`src/rtl/serial_autocfg_pkg.sv`:
```
package serial_autocfg_pkg;

   localparam int CODE_W = 3;
   localparam int NUM_SEL = 1 << CODE_W;

   typedef struct packed {
      logic                jump;
      logic                save;
      logic [CODE_W-1:0]   io;
      logic [CODE_W-1:0]   irq;
   } acfg_t;

   // Base of each 8-byte window: each code bit strips a fixed offset from 3F8h.
   function automatic logic [15:0] win_base(input logic [CODE_W-1:0] code);
      logic [15:0] b;
      b = 16'h03F8;
      if (code[0]) b = b - 16'h0100;
      if (code[1]) b = b - 16'h0010;
      if (code[2]) b = b - 16'h0008;
      return b;
   endfunction

   function automatic logic [7:0] key_step(input logic [7:0] v);
      return {v[1] ^ v[0], v[7:1]};
   endfunction

endpackage

```
`src/rtl/sac_key_detect.sv`:
```
module sac_key_detect
   import serial_autocfg_pkg::*;
#(
   parameter int          ADDR_W   = 16,
   parameter logic [15:0] KEY_PORT = 16'h0279,
   parameter logic [7:0]  KEY_SEED = 8'h6A,
   parameter int          KEY_LEN  = 32
) (
   input  logic              clk,
   input  logic              rst_n,
   input  logic              wr,
   input  logic [ADDR_W-1:0] addr,
   input  logic [7:0]        data,
   output logic              hit
);
   localparam int CW = (KEY_LEN > 2) ? $clog2(KEY_LEN) : 1;
   localparam logic [CW-1:0] LAST = CW'(KEY_LEN - 1);

   logic [CW-1:0] idx_q;
   logic [7:0]    exp_q;
   logic          port_wr, match;

   assign port_wr = wr && (addr == ADDR_W'(KEY_PORT));
   assign match   = (data == exp_q);
   assign hit     = port_wr && match && (idx_q == LAST);

   always_ff @(posedge clk or negedge rst_n) begin
      if (!rst_n) begin
         idx_q <= '0;
         exp_q <= KEY_SEED;
      end else if (port_wr) begin
         if (match && idx_q != LAST) begin
            idx_q <= idx_q + 1'b1;
            exp_q <= key_step(exp_q);
         end else begin
            idx_q <= '0;
            exp_q <= KEY_SEED;
         end
      end
   end

   assert_restart_R6: assert property (@(posedge clk) disable iff (!rst_n)
      (port_wr && !match) |=> (exp_q == KEY_SEED && idx_q == '0));
   assert_other_port_R6: assert property (@(posedge clk) disable iff (!rst_n)
      !port_wr |=> $stable(idx_q));

endmodule

```
`src/rtl/sac_cfg_reg.sv`:
```
module sac_cfg_reg
   import serial_autocfg_pkg::*;
#(
   parameter logic [5:0] DEFAULT_SEL = 6'h00
) (
   input  logic              clk,
   input  logic              rst_n,
   input  logic              mcu_wr,
   input  logic [7:0]        mcu_wdata,
   input  logic              host_cfg_wr,
   input  logic              host_cfg_io,
   input  logic [CODE_W-1:0] host_cfg_val,
   input  logic              key_hit,
   output acfg_t             cfg
);

   always_ff @(posedge clk or negedge rst_n) begin
      if (!rst_n) begin
         cfg.jump <= 1'b0;
         cfg.save <= 1'b0;
         cfg.io   <= DEFAULT_SEL[5:3];
         cfg.irq  <= DEFAULT_SEL[2:0];
      end else begin
         if (mcu_wr) begin
            cfg.jump <= mcu_wdata[7];
            cfg.save <= mcu_wdata[6];
            cfg.io   <= mcu_wdata[5:3];
            cfg.irq  <= mcu_wdata[2:0];
         end else if (host_cfg_wr) begin
            if (host_cfg_io) cfg.io  <= host_cfg_val;
            else             cfg.irq <= host_cfg_val;
         end
         if (host_cfg_wr && cfg.jump) cfg.save <= 1'b1;
         if (key_hit) cfg.jump <= 1'b0;
      end
   end

   assert_key_clears_R5: assert property (@(posedge clk) disable iff (!rst_n)
      key_hit |=> !cfg.jump);
   assert_save_set_R7: assert property (@(posedge clk) disable iff (!rst_n)
      (host_cfg_wr && cfg.jump) |=> cfg.save);
   assert_mcu_load_R2: assert property (@(posedge clk) disable iff (!rst_n)
      mcu_wr |=> ({cfg.io, cfg.irq} == $past(mcu_wdata[5:0])));
   assert_key_stable_R5: assert property (@(posedge clk) disable iff (!rst_n)
      (key_hit && !mcu_wr && !host_cfg_wr) |=> $stable({cfg.save, cfg.io, cfg.irq}));

endmodule

```
`src/rtl/sac_decode.sv`:
```
module sac_decode
   import serial_autocfg_pkg::*;
#(
   parameter int ADDR_W  = 16,
   parameter int WIN_LOG = 3
) (
   input  logic               clk,
   input  logic               rst_n,
   input  logic               jump,
   input  logic [CODE_W-1:0]  io_code,
   input  logic [CODE_W-1:0]  irq_code,
   input  logic [ADDR_W-1:0]  host_addr,
   input  logic               uart_irq,
   output logic               cs,
   output logic [NUM_SEL-1:0] irq_route
);
   logic [ADDR_W-1:0] base;

   assign base = ADDR_W'(win_base(io_code));
   assign cs   = jump && (host_addr[ADDR_W-1:WIN_LOG] == base[ADDR_W-1:WIN_LOG]);

   for (genvar i = 0; i < NUM_SEL; i++) begin : g_route
      assign irq_route[i] = jump && uart_irq && (irq_code == CODE_W'(i));
   end

   assert_route_onehot_R4: assert property (@(posedge clk) disable iff (!rst_n)
      $onehot0(irq_route));
   assert_cs_needs_jump_R3: assert property (@(posedge clk) disable iff (!rst_n)
      cs |-> jump);
   assert_route_needs_irq_R4: assert property (@(posedge clk) disable iff (!rst_n)
      (irq_route != '0) |-> (uart_irq && jump));

endmodule

```
`src/rtl/serial_autocfg.sv`:
```
module serial_autocfg
   import serial_autocfg_pkg::*;
#(
   parameter int          ADDR_W      = 16,
   parameter logic [5:0]  DEFAULT_SEL = 6'h00,
   parameter logic [15:0] KEY_PORT    = 16'h0279,
   parameter logic [7:0]  KEY_SEED    = 8'h6A,
   parameter int          KEY_LEN     = 32
) (
   input  logic              clk,
   input  logic              rst_n,
   input  logic              mcu_wr,
   input  logic [7:0]        mcu_wdata,
   output logic [7:0]        mcu_rdata,
   input  logic              host_wr,
   input  logic [ADDR_W-1:0] host_addr,
   input  logic [7:0]        host_wdata,
   input  logic              host_cfg_wr,
   input  logic              host_cfg_io,
   input  logic [2:0]        host_cfg_val,
   input  logic              uart_irq,
   output logic              cs,
   output logic [7:0]        irq_route
);
   localparam int WIN_LOG = 3;

   if (ADDR_W < 10) begin : g_bad_addr
      $error("serial_autocfg: ADDR_W must be at least 10");
   end
   if (KEY_LEN < 2) begin : g_bad_key
      $error("serial_autocfg: KEY_LEN must be at least 2");
   end

   acfg_t cfg;
   logic  key_hit;

   sac_key_detect #(
      .ADDR_W(ADDR_W), .KEY_PORT(KEY_PORT), .KEY_SEED(KEY_SEED), .KEY_LEN(KEY_LEN)
   ) u_key (
      .clk(clk), .rst_n(rst_n), .wr(host_wr), .addr(host_addr),
      .data(host_wdata), .hit(key_hit)
   );

   sac_cfg_reg #(.DEFAULT_SEL(DEFAULT_SEL)) u_cfg (
      .clk(clk), .rst_n(rst_n), .mcu_wr(mcu_wr), .mcu_wdata(mcu_wdata),
      .host_cfg_wr(host_cfg_wr), .host_cfg_io(host_cfg_io),
      .host_cfg_val(host_cfg_val), .key_hit(key_hit), .cfg(cfg)
   );

   sac_decode #(.ADDR_W(ADDR_W), .WIN_LOG(WIN_LOG)) u_dec (
      .clk(clk), .rst_n(rst_n), .jump(cfg.jump), .io_code(cfg.io),
      .irq_code(cfg.irq), .host_addr(host_addr), .uart_irq(uart_irq),
      .cs(cs), .irq_route(irq_route)
   );

   assign mcu_rdata = cfg;

endmodule

```
`config.mk`:
```
export PLATFORM = sky130hd
export DESIGN_NAME = serial_autocfg
export DESIGN_NICKNAME = d
export VERILOG_FILES = /design/src/rtl/serial_autocfg_pkg.sv /design/src/rtl/sac_key_detect.sv /design/src/rtl/sac_cfg_reg.sv /design/src/rtl/sac_decode.sv /design/src/rtl/serial_autocfg.sv
export SDC_FILE = /design/constraint.sdc
export NUM_CORES = 1
export LEC_CHECK = 0
export ABC_AREA = 1
export BUFFER_PORTS_ARGS = -buffer_cell sky130_fd_sc_hd__buf_4
export CORE_ASPECT_RATIO = 0.6
export CORE_MARGIN = 1.5
export CORE_UTILIZATION = 30
export CTS_CLUSTER_DIAMETER = 40
export DETAILED_ROUTE_END_ITERATION = 16
export PLACE_DENSITY_LB_ADDON = 0.12
export SLEW_MARGIN = 20
export SYNTH_ARGS = -nofsm -noshare
export SYNTH_HDL_FRONTEND = slang
export SYNTH_HIERARCHICAL = 1
export SYNTH_SLANG_ARGS = --single-unit
```
`constraint.sdc`:
```
create_clock -name clk -period 1.65 [get_ports clk]
set_input_delay 0.0825 -clock clk [delete_from_list [all_inputs] [get_ports clk]]
set_output_delay 0.0825 -clock clk [all_outputs]
set_load 0.02 [all_outputs]
```
## Word-level counts from Yosys, hierarchy flattened

Cells that the tools add are included.

| storage, ports and cells | value |
|---|---|
| flip-flop bits (word level) | 21 |
| input bits | 42 |
| output and inout port bits | 17 |
| logic and storage cells | 57 |

| cells by class | value |
|---|---|
| $add $sub $neg | 3 |
| equal/unequal tests | 13 |
| mux-type cells | 12 |
| bitwise gates (word level) | 1 |
| reductions and logical operators | 22 |

Operator list:

| cell | number |
|---|---|
| 2-to-1 mux 16 bit | 2 |
| equality test 16 x 10 -> 1 bit (second input constant) | 1 |
| subtractor 16 x 4 -> 16 bit (second input constant) | 1 |
| logical AND 1 bit | 15 |
| equality test 13 bit | 1 |
| equality test 3 bit (second input constant) | 4 |
| 2-to-1 mux 6 bit | 2 |
| subtractor 10 x 5 -> 11 bit (second input constant) | 1 |
| 2-to-1 mux 9 bit | 1 |
| equality test 8 bit | 1 |
| 2-to-1 mux 8 bit | 1 |
| nonzero test 2 bit | 4 |
| equality test 3 x 2 -> 1 bit (second input constant) | 2 |
| 2-to-1 mux 3 bit | 2 |
| adder 5 x 1 -> 5 bit (second input constant) | 1 |
| equality test 5 bit (second input constant) | 1 |
| 2-to-1 mux 5 bit | 1 |
| inequality test 5 bit (second input constant) | 1 |
| AND reduction 2 bit | 2 |
| equality test 3 x 1 -> 1 bit (second input constant) | 1 |
| logical NOT 3 bit | 1 |
| 2-to-1 mux 1 bit | 2 |
| 2-to-1 mux 2 bit | 1 |
| inequality test 2 bit (second input constant) | 1 |
| XOR 1 bit | 1 |

## Longest topological paths before layout

| depth | value |
|---|---|
| word-level depth | 7 |
| depth in mapped cells | 10 |
| gate-level depth less buffers | 10 |

## By module

Netlist, hierarchy kept.

Modules (own cells, without submodules):

| module | instances | cells an instance | area an instance (sq um) | seq. area each (sq um) |
|---|---|---|---|---|
| sac_key_detect | 1 | 165 | 1023.5 | 330.3 |
| sac_cfg_reg | 1 | 59 | 424.2 | 200.2 |
| sac_decode | 1 | 38 | 166.4 | 0.0 |

## Worst setup path after synthesis

No wires, ideal clock.

| timing path | value |
|---|---|
| kind | register to register |
| start | register u_key.idx_q[0] |
| end | register u_key.idx_q[2] |
| setup time | 69 ps |
| arrival time | 1308 ps |
| required time | 1581 ps |
| slack | 274 ps |
| cell stages (with the launch flop) | 10 |
| buffers on the path | 0 |
| clock period less this slack | 1376 ps |
| path through | dfrtp_1 > ha_1 > nand2_1 > nor2_1 > ha_1 > inv_1 > nand3_2 > nand2_2 > inv_2 > nor2_2 |

| between the ends | value |
|---|---|
| word-level cells in the longest chain between the ends | 3 |
| elaborated cells on any way between the ends | 4 |
| classes of those cells | 1 x add/sub; 1 x eq/ne; 1 x mux; 1 x reduce/logical |

Ends and longest elaborated chain:

| item | RTL line | RTL |
|---|---|---|
| start: declaration | sac_key_detect.sv:19 | `logic [CW-1:0] idx_q;` |
| start signal: assignment | sac_key_detect.sv:33 | `idx_q <= idx_q + 1'b1;` |
| parallel branches: the longest is 2 deep, another holds adder 5 x 1 -> 5 bit | - |  |
| 2-to-1 mux 5 bit (*) | sac_key_detect.sv:32 | `if (match && idx_q != LAST) begin` |

Mark *: on every way between the ends.
A chain may end at the register's enable or synchronous reset.

## Worst setup path in the final report

| timing path | value |
|---|---|
| start | register u_key.idx_q[0] |
| end | register u_key.idx_q[3] |

Same word-level chain as after synthesis.

==> run summary <==
RUN STATUS
--------------------------------------------------------------------------------
Outcome ...........................................................    completed

FINISH
--------------------------------------------------------------------------------
Synth-to-Final Area Change ........................................        34.5%
Finished Layout Cells .............................................          388
Final Net Count ...................................................          367
Fraction of layout instances using a drive strength above 1 .......        27.3%
Antenna Diode Count ...............................................            0
Final instance area ...............................................     2170 um2

SETUP PATH
--------------------------------------------------------------------------------
Top fanout value on the critical path .............................            6
Flop2flop setup slack .............................................      0.12 ns
Worst EP arrival ..................................................      1.73 ns
CP endpoint kind ..................................................     register
Worst setup path class ............................................   reg -> reg
Worst reg2reg endpoint ............................................ u_key/idx_q[3]$_DFFE_PN0P_
FF-to-FF Start .................................................... u_key/idx_q[0]$_DFFE_PN0P_
Worst Path Required ...............................................      1.85 ns
Element type at the critical path start ...........................     register
Worst r2r path cells ..............................................            9

GLOBAL ROUTE
--------------------------------------------------------------------------------
Antenna violations before repair ..................................            0
Maximum number of pins on one net before global-route repair ......           22
GR Util All Layers ................................................        14.7%
Global-route congestion overflow total ............................            0
Vias in the first global route ....................................         1406
Wire length of the first global-routing pass ......................      6730 um

PLACED DESIGN
--------------------------------------------------------------------------------
HPWL after detailed placement .....................................      3430 um
Port bufs .........................................................           58
Placed Instance Area ..............................................     2100 um2
GP Congestion .....................................................        0.804
Placed cell count .................................................          383

SYNTHESIS
--------------------------------------------------------------------------------
Proportion of synthesized chip area in sequential cells ...........        32.9%
Fraction of post-synthesis cell area in the top cell type by area .        26.4%
Synth warn ........................................................            6
Average instance area after synthesis .............................     6.16 um2
Main area contributors after synthesis ............................ sky130_fd_sc_hd__dfrtp_1 26%, sky130_fd_sc_hd__nand2_1 25%, sky130_fd_sc_hd__inv_1 10%, sky130_fd_sc_hd__nor2_1 6.7%, sky130_fd_sc_hd__dfstp_2 6.5%
Number of unique standard cell types used by synthesis ............           25
Cell accounting for the most synthesized area ..................... sky130_fd_sc_hd__dfrtp_1
Register bit count reported by yosys ..............................           21
Post-synthesis net count ..........................................          306
Post-Synthesis Cells ..............................................          262
Post-Syn Area .....................................................     1610 um2

TIMING
--------------------------------------------------------------------------------
Unrepaired setup endpoints after global routing ...................           no
Setup Total Neg Slack .............................................         0 ns
Final max-slew violation count ....................................            0
Minimum clock period ..............................................      1.53 ns
Transition time at the pin with the least slew margin .............     0.276 ns
Maximum clock frequency ...........................................    0.655 GHz
Final setup vio count .............................................            0
Relative slew slack ...............................................        81.6%
Post-route fraction of the period consumed by the critical path ...        92.6%
Worst Skew ........................................................   0.00284 ns
Hold Vio Cnt, Final ...............................................            0

CTS
--------------------------------------------------------------------------------
CTS Buffer Depth ..................................................            2
Count of clock tree sinks .........................................           21
Number of clock buffers inserted by TritonCTS .....................            3
Clock transition at path regs .....................................      0.08 ns
Post-CTS Setup Inserts ............................................            0
CTS tree ..........................................................        built
Clock H-tree levels ...............................................            1
Clk_lat worst skew ................................................      0.26 ns
Clock Root Buffer ................................................. sky130_fd_sc_hd__clkbuf_8

FLOORPLAN
--------------------------------------------------------------------------------
Placement Rows ....................................................           20
Overall die area ..................................................     5840 um2
Starting utilization of the core area .............................        31.5%
Horizontal die dimension ..........................................      97.7 um
Number of placed I/O pins .........................................           59
Core region area ..................................................     5130 um2
Die Height ........................................................      59.8 um

POWER
--------------------------------------------------------------------------------
Leakage Power .....................................................   0.00125 uW
IR Drop Worst-Case VDD ............................................       253 uV
PwrDens ...........................................................   560 nW/um2

FLOW RUN
--------------------------------------------------------------------------------
Max-capacitance violation count ...................................            0

DRT
--------------------------------------------------------------------------------
Residual antenna-violating net count after detailed routing .......            0
DRT iter0 DRCs ....................................................           75
TritonRoute pass-1 iters ..........................................            4
Total vias in the final route .....................................         1657
Number of remaining DRC errors ....................................            0
Average routed wire per standard cell .............................      10.9 um
Total length of routed wires ......................................      4230 um
Via density .......................................................         4.27

MIN PATH
--------------------------------------------------------------------------------
Type of the tightest min-delay check ..............................    in -> reg
Number of cells on the worst hold path ............................            3
Startpoint of the most critical hold path ......................... mcu_wdata[3]
Worst min-delay path endpoint ..................................... u_cfg/cfg[3]$_DFFE_PN0P_

## state kept, by name (all words and copies together) (netlist names)
register	flops
u_key/exp_q	8
u_key/idx_q	5
u_cfg/cfg	8
## cells in the mapped netlist (all sizes together)
master    n
xnor2     2
nand3    18
clkinv    1
inv      49
dfrtp    17
nand2   110
o21ai     9
nor2     37
nand3b    1
ha        2
a21oi     1
xor2      3
buf       3
nor3      1
and3      1
nand4     3
dfstp     4
## critical path: stages, from the launching register on
cell	delay [ns]
sky130_fd_sc_hd__dfrtp_1	0.42
sky130_fd_sc_hd__ha_1	0.25
sky130_fd_sc_hd__nand2_1	0.08
sky130_fd_sc_hd__nor2_1	0.04
sky130_fd_sc_hd__ha_1	0.18
sky130_fd_sc_hd__inv_1	0.13
sky130_fd_sc_hd__nand3_4	0.14
sky130_fd_sc_hd__nand2_4	0.11
sky130_fd_sc_hd__inv_2	0.05
sky130_fd_sc_hd__nor2_2	0.06
## repair_timing
action                     in CTS  in global routing
resized for setup               0                  2
setup endpoints to repair       0                  6
hold endpoints to repair       21                  0
hold buffers                    1                  0
## cell usage in the layout, fill, tap and decap left out, drive strengths merged
cell,synthesis,routed
o21ai,9,9
nor3,1,1
xnor2,2,2
dlygate4sd3,0,1
a21oi,1,1
nor2,37,37
dfstp,4,4
dfrtp,17,17
clkinv,1,2
nand4,3,3
clkbuf,0,3
nand3,18,18
and3,1,1
inv,49,49
xor2,3,3
nand2,110,110
buf,3,58
ha,2,2
nand3b,1,1
## per-layer routing
| layer | share of wire (%) | track usage (%) | vias to the layer above |
|---|---|---|---|
| met5 | 0 | 0 | - |
| met4 | 0.24 | 2.45 | 0 |
| met3 | 4.7 | 3.27 | 2 |
| met2 | 38 | 19.7 | 34 |
| met1 | 57 | 23.5 | 722 |
| li1 | - | - | 899 |
## cells by family (layout without fill, tap and decap cells)
family                     count (synthesis)  count (layout)  share of synthesized area [%]
AOI/OAI and AO/OA                         10              10                           4.03
xor gates and xnor gates                   5               5                           2.71
adders and majority gates                  2               2                           1.55
buffers and inverters                     53             113                           13.5
DFF                                       21              21                           32.9
and+or+nand+nor                          171             171                           45.3
## stage by stage
step           hold WS, ns  worst slack [ns]  utilization (%)  total power [uW]
4_1_cts             0.0255            0.0770             42.1              1240
6_report            0.0368             0.123             42.3              1220
5_1_grt             0.0377           0.00470             42.3              1290
2_1_floorplan       -0.213             0.274                -               717
3_5_place_dp       -0.0148             0.102             41.0               884
3_3_place_gp       -0.0142             0.138             41.0               884
## layout make-up
class                           instances  area (um2)
Clock buffer                            3        41.3
Clock inverter                          1        5.00
Fill cell                             558        2960
Inverter                               50         188
Multi-Input combinational cell        188         878
Sequential cell                        21         531
Tap cell                               66        82.6
Timing Repair Buffer                   59         445
## worst max-delay path by stage
stage                                from                          to  slack [ns]  depth (start not counted)
4_1_cts        u_key/idx_q[0]$_DFFE_PN0P_  u_key/idx_q[3]$_DFFE_PN0P_        0.08                          9
2_1_floorplan  u_key/idx_q[0]$_DFFE_PN0P_  u_key/idx_q[2]$_DFFE_PN0P_        0.27                          9
5_1_grt        u_key/idx_q[0]$_DFFE_PN0P_  u_key/idx_q[3]$_DFFE_PN0P_       0.005                          9
3_5_place_dp   u_key/idx_q[0]$_DFFE_PN0P_  u_key/idx_q[3]$_DFFE_PN0P_        0.10                          9
6_report       u_key/idx_q[0]$_DFFE_PN0P_  u_key/idx_q[3]$_DFFE_PN0P_        0.12                          9
3_3_place_gp   u_key/idx_q[0]$_DFFE_PN0P_  u_key/idx_q[2]$_DFFE_PN0P_        0.14                          9
## report_power, final
part | leakage (uW) | internal, uW | switching [uW]
logic | 0.000973 | 146 | 166
clock network | 0.0000255 | 168 | 173
registers | 0.000253 | 535 | 28.1
Note: power is estimated with default switching activity, not from simulation.
